File: src/rtl/spibrg_pkg.sv
package spibrg_pkg;

  // log2 of the half bit period in clock cycles for a given select code.
  // Codes at or beyond the number of rates fall back to the slowest rate.
  function automatic int half_log2(input int sel, input int min_div_log2, input int rates);
    int s;
    s = (sel >= rates) ? rates - 1 : sel;
    return min_div_log2 - 1 + s;
  endfunction

  // Number of serial clock transitions in one frame.
  function automatic int frame_edges(input int data_bits);
    return 2 * data_bits;
  endfunction

endpackage

File: src/rtl/brg_rate_latch.sv
module brg_rate_latch #(
  parameter int SEL_W        = 3,
  parameter int CW           = 8,
  parameter int MIN_DIV_LOG2 = 3,
  parameter int RATE_COUNT   = 7
) (
  input  logic             clk,
  input  logic             rst_n,
  input  logic             capture,
  input  logic [SEL_W-1:0] rate_sel,
  input  logic             cpha,
  output logic [CW-1:0]    start_val,
  output logic [CW-1:0]    half_m1_q,
  output logic             cpha_q
);
  import spibrg_pkg::*;

  logic [CW-1:0] half_m1_now;

  always_comb begin
    half_m1_now = CW'((32'd1 << half_log2(int'(rate_sel), MIN_DIV_LOG2, RATE_COUNT)) - 32'd1);
    // Phase 0 waits a full half period before the first edge; phase 1 fires next cycle.
    start_val   = cpha ? '0 : half_m1_now;
  end

  always_ff @(posedge clk or negedge rst_n) begin
    if (!rst_n) begin
      half_m1_q <= '0;
      cpha_q    <= 1'b0;
    end else if (capture) begin
      half_m1_q <= half_m1_now;
      cpha_q    <= cpha;
    end
  end

endmodule

File: src/rtl/brg_half_timer.sv
module brg_half_timer #(
  parameter int CW = 8
) (
  input  logic          clk,
  input  logic          rst_n,
  input  logic          restart,
  input  logic [CW-1:0] start_val,
  input  logic          run,
  input  logic [CW-1:0] reload_val,
  output logic          tick
);

  logic [CW-1:0] cnt;

  assign tick = run && !restart && (cnt == '0);

  always_ff @(posedge clk or negedge rst_n) begin
    if (!rst_n) begin
      cnt <= '0;
    end else if (restart) begin
      cnt <= start_val;
    end else if (run) begin
      if (cnt == '0) cnt <= reload_val;
      else           cnt <= cnt - 1'b1;
    end else begin
      cnt <= '0;
    end
  end

endmodule

File: src/rtl/brg_edge_seq.sv
module brg_edge_seq #(
  parameter int EDGES = 16
) (
  input  logic clk,
  input  logic rst_n,
  input  logic enable,
  input  logic start,
  input  logic tick,
  input  logic cpha_q,
  input  logic cpol,
  output logic active,
  output logic last_edge,
  output logic sclk,
  output logic lead_en,
  output logic trail_en,
  output logic shift_en,
  output logic sample_en
);

  localparam int EW = (EDGES > 2) ? $clog2(EDGES) : 1;

  logic [EW-1:0] eidx;
  logic          leading;

  assign leading   = ~eidx[0];
  assign last_edge = active && tick && (eidx == EW'(EDGES - 1));

  always_ff @(posedge clk or negedge rst_n) begin
    if (!rst_n) begin
      active    <= 1'b0;
      eidx      <= '0;
      sclk      <= 1'b0;
      lead_en   <= 1'b0;
      trail_en  <= 1'b0;
      shift_en  <= 1'b0;
      sample_en <= 1'b0;
    end else begin
      lead_en   <= 1'b0;
      trail_en  <= 1'b0;
      shift_en  <= 1'b0;
      sample_en <= 1'b0;
      if (!enable) begin
        active <= 1'b0;
        eidx   <= '0;
        sclk   <= cpol;
      end else if (start) begin
        active <= 1'b1;
        eidx   <= '0;
        sclk   <= cpol;
      end else if (active && tick) begin
        sclk      <= ~sclk;
        lead_en   <= leading;
        trail_en  <= ~leading;
        sample_en <= cpha_q ? ~leading : leading;
        shift_en  <= cpha_q ? leading : ~leading;
        eidx      <= eidx + 1'b1;
        if (last_edge) active <= 1'b0;
      end else if (!active) begin
        sclk <= cpol;
      end
    end
  end

endmodule

File: src/rtl/spi_brg_master.sv
module spi_brg_master #(
  parameter int DATA_BITS    = 8,
  parameter int MIN_DIV_LOG2 = 3,
  parameter int RATE_COUNT   = 7,
  parameter int SEL_W        = 3
) (
  input  logic             clk,
  input  logic             rst_n,
  input  logic             mst_en,
  input  logic [SEL_W-1:0] rate_sel,
  input  logic             cpha,
  input  logic             cpol,
  input  logic             load_stb,
  output logic             sclk,
  output logic             busy,
  output logic             lead_en,
  output logic             trail_en,
  output logic             shift_en,
  output logic             sample_en
);
  import spibrg_pkg::*;

  localparam int MAX_LOG2 = MIN_DIV_LOG2 - 1 + RATE_COUNT - 1;
  localparam int CW       = (MAX_LOG2 < 1) ? 1 : MAX_LOG2;
  localparam int EDGES    = frame_edges(DATA_BITS);

  // Named internal events, observed by the bound checker.
  logic          start_evt;
  logic          edge_tick;
  logic          last_edge;
  logic          cpha_q;
  logic [CW-1:0] half_m1_q;
  logic [CW-1:0] start_val;

  assign start_evt = load_stb && mst_en;

  brg_rate_latch #(
    .SEL_W(SEL_W), .CW(CW), .MIN_DIV_LOG2(MIN_DIV_LOG2), .RATE_COUNT(RATE_COUNT)
  ) u_rate (
    .clk(clk), .rst_n(rst_n), .capture(start_evt), .rate_sel(rate_sel), .cpha(cpha),
    .start_val(start_val), .half_m1_q(half_m1_q), .cpha_q(cpha_q)
  );

  brg_half_timer #(.CW(CW)) u_timer (
    .clk(clk), .rst_n(rst_n), .restart(start_evt), .start_val(start_val),
    .run(busy), .reload_val(half_m1_q), .tick(edge_tick)
  );

  brg_edge_seq #(.EDGES(EDGES)) u_seq (
    .clk(clk), .rst_n(rst_n), .enable(mst_en), .start(start_evt), .tick(edge_tick),
    .cpha_q(cpha_q), .cpol(cpol), .active(busy), .last_edge(last_edge), .sclk(sclk),
    .lead_en(lead_en), .trail_en(trail_en), .shift_en(shift_en), .sample_en(sample_en)
  );

endmodule

File: config.mk
export PLATFORM = sky130hd
export DESIGN_NAME = spi_brg_master
export DESIGN_NICKNAME = d
export VERILOG_FILES = /design/src/rtl/spibrg_pkg.sv /design/src/rtl/brg_rate_latch.sv /design/src/rtl/brg_half_timer.sv /design/src/rtl/brg_edge_seq.sv /design/src/rtl/spi_brg_master.sv
export SDC_FILE = /design/constraint.sdc
export NUM_CORES = 1
export LEC_CHECK = 0
export ABC_AREA = 1
export BUFFER_PORTS_ARGS = -buffer_cell sky130_fd_sc_hd__clkbuf_2
export CORE_MARGIN = 3
export CORE_UTILIZATION = 58
export CTS_CLUSTER_DIAMETER = 150
export DETAILED_ROUTE_END_ITERATION = 6
export PLACE_DENSITY = 0.78
export SYNTH_ARGS = -nofsm -noshare
export SYNTH_HDL_FRONTEND = slang
export SYNTH_SLANG_ARGS = --single-unit
File: constraint.sdc
create_clock -name clk -period 1.6 [get_ports clk]
set_input_delay 0.32 -clock clk [delete_from_list [all_inputs] [get_ports clk]]
set_output_delay 0.32 -clock clk [all_outputs]
set_load 0.005 [all_outputs]
==> flow_summary.yaml <==
status:
  status: "complete, but fails checks"
  violations: "negative hold slack"
route:
  remaining_drc_errors: 0
  wl_um: 3170
  drt-wirelength-per-cell_um: 12.7
  drt_iter0_markers: 57
  detail-route-antenna-nets: 0
  routed_via_density: 5.36
  route.vias.total: 1340
  dr.pass1.iters: 4
setup_path:
  r2r.worst_path.cells: 8
  crit_start: "u_timer.cnt[0]$_DFF_PN0_"
  reg2reg_slack_ns: 0.16
  required_ns: 1.82
  path_class: "register to register"
  cp_slowest_cell: "dfrtp_1"
  start_kind: "register"
  end_kind: "register"
  timing.rr.start: "u_timer.cnt[0]$_DFF_PN0_"
  cp.arrival_ns: 1.66
  timing.rr.end: "u_timer.cnt[3]$_DFF_PN0_"
  path_cells: "inv_1 > ha_1 > nand3_1 > nor2_2 > buf_4 > a21oi_1 > o21ai_0 > nand2_1"
  cp_max_fo: 10
  slowest_delay_ns: 0.39
floorplan:
  io_pins: 15
  rows: 18
  die_w_um: 57.5
  start_util_pct: 61.6
  die_area_um2: 3310
  dieHeight_um: 57.5
  coreArea_um2: 2500
final_layout:
  syn2layout_area_growth_pct: 12.1
  antenna_cells: 0
  final_common_cell: "nand2_1"
  drive_above_1_share_pct: 19.5
  nets: 235
  final_cell_mix: "nand2_1, inv_1, dfrtp_1"
  fin_cells: 250
global_routing:
  grt_max_degree: 28
  grt_pass1_vias: 1287
  grt_pass1_wl_um: 5490
  grt.total_usage_pct: 21.2
  gr-total-overflow: 0
  antenna_found_initial: 0
synth:
  netlist_instances: 197
  yosysWarningCount: 0
  yosysUniqueCellTypes: 28
  synthesis.area_um2: 1540
  synth_fp_nets: 211
  yosysSeqAreaShare_pct: 43.9
  synth_top_area_share_pct: 43.9
  yosysTopAreaCell: "dfrtp_1"
  avgSynthCellArea_um2: 7.82
  ys_ff_latch: 27
  yosys-top-cells-area: "dfrtp_1, nand2_1, nand3_1, inv_1, o21ai_0"
cts:
  cts_max_level: 1
  cts_sinks: 27
  cts_setup_buffers: 0
  cts_tree: "done"
  worstSkewPairLatency_ns: 0.33
  numCtsBuffers: 3
  cts.clk_slew.worst_paths_ns: 0.16
  post_cts_resized: 0
  cts.hold.buffers_added: 0
  cts_buffer_depth: 2
  clockRootBuffer: "clkbuf_4"
power:
  vdd.ir_drop.worst_uv: 705
  finalPower_w: 0.00187
  powerDensity_nw_per_um2: 1080
  power.static_leakage_nw: 0.909
sta:
  holdWs_ns: -0.0204
  finalCritPeriodShare_pct: 90.0
  worst_pin_slew_ns: 0.665
  final-hold-violation-count: 17
  fmax_mhz: 695
  finalClockSkew_ns: 0.0210
  min_period_ns: 1.44
  slew-limit-headroom_pct: 55.7
  rsz0062_at_grt: "no"
  maxSlewViolCount: 0
  finalSetupViolations: 0
job:
  maxCapViolCount: 0
min_path:
  hold_class: "input port to asynchronous set/reset pin"
place:
  hpwl_um: 2540
  port_buffers: 14
  gp_congestion: 0.877
  dp_cells: 246
-- state kept, by name (all words and copies together) (netlist names) --
signal            cells
u_rate.cpha_q         1
u_rate.half_m1_q      8
u_seq.active          1
u_seq.eidx            4
u_seq.lead_en         1
u_seq.sample_en       1
u_seq.sclk            1
u_seq.shift_en        1
u_seq.trail_en        1
u_timer.cnt           8
-- layout make-up --
class	count	area, µm²
Clock inverter	1	8.76
Sequential cell	27	676
Inverter	29	111
Clock buffer	3	22.5
Tap cell	30	37.5
Multi-Input combinational cell	136	726
Fill cell	216	773
Timing Repair Buffer	24	145
-- Yosys cell counts --
| cell type | count |
|---|---|
| nand2_1 | 39 |
| dfrtp_1 | 27 |
| inv_1 | 27 |
| nand3_1 | 22 |
| o21ai_0 | 19 |
| nor2_1 | 16 |
| a21oi_1 | 8 |
| ha_1 | 5 |
| nand4_1 | 4 |
| buf_4 | 3 |
| xor2_1 | 3 |
| clkbuf_1 | 2 |
| nand2_2 | 2 |
| nand3b_1 | 2 |
| nor2_2 | 2 |
| nor2_4 | 2 |
| nor3_1 | 2 |
| o21ai_1 | 2 |
| a21oi_2 | 1 |
| inv_2 | 1 |
| inv_4 | 1 |
| nand2_4 | 1 |
| nand3_4 | 1 |
| o21ai_2 | 1 |
| o21bai_1 | 1 |
| o22ai_1 | 1 |
| or2_2 | 1 |
| or2_4 | 1 |
-- critical path, delay by kind of cell, from the launching register on --
kind	cells	cell delay [ns]
adders and majority gates	1	0.18
buffers and inverters	2	0.30
AOI/OAI and AO/OA	2	0.16
DFF	1	0.39
and+or+nand+nor	3	0.32
-- worst max-delay path by stage --
stage,endpoint,depth (start not counted),slack (ns)
finish,u_timer.cnt[3]$_DFF_PN0_,8,0.16
global route,u_timer.cnt[4]$_DFF_PN0_,8,0.0003
CTS,u_timer.cnt[3]$_DFF_PN0_,8,0.14
detailed placement,u_timer.cnt[1]$_DFF_PN0_,7,-0.11
global placement,u_timer.cnt[1]$_DFF_PN0_,7,-0.03
floorplan,u_timer.cnt[1]$_DFF_PN0_,7,-0.02
-- power breakdown --
part	leakage, nW	switching, W	internal (W)	total [W]
clock	0.0183	0.000211	0.000102	0.000313
sequential	0.349	0.0000588	0.000780	0.000839
combinational	0.542	0.000458	0.000259	0.000717
total	0.909	0.000728	0.00114	0.00187
-- cell families after synthesis --
logic type                 count (synthesis)  share of synthesized area [%]
DFF                                       27                           43.9
xor gates and xnor gates                   3                           1.71
AOI/OAI and AO/OA                         33                           11.5
adders and majority gates                  5                           4.06
buffers and inverters                     34                           9.18
and+or+nand+nor                           95                           29.7
-- layer usage --
metal | wire length, µm | global-route usage (%) | vias to the layer above
met1 | 1530 | 27.8 | 625
met4 | 14 | 5.63 | 0
met3 | 125 | 3.39 | 2
met2 | 1490 | 36.1 | 29
li1 | - | - | 684
met5 | 0 | 0 | -
-- through the flow --
stage	setup TNS (ns)	setup slack (ns)	cell area, µm²	hold WS [ns]	utilization [%]
3_3_place_gp	-0.0414	-0.0321	1700	0.374	67.8
4_1_cts	0	0.143	1730	0.00627	69.1
2_1_floorplan	-0.0246	-0.0239	1540	0.0244	-
5_1_grt	0	0.000308	1730	0.0128	69.1
3_5_place_dp	-0.454	-0.109	1700	0.379	67.8
6_report	0	0.161	1730	-0.0204	69.1
Note: power is estimated with default switching activity, not from simulation.
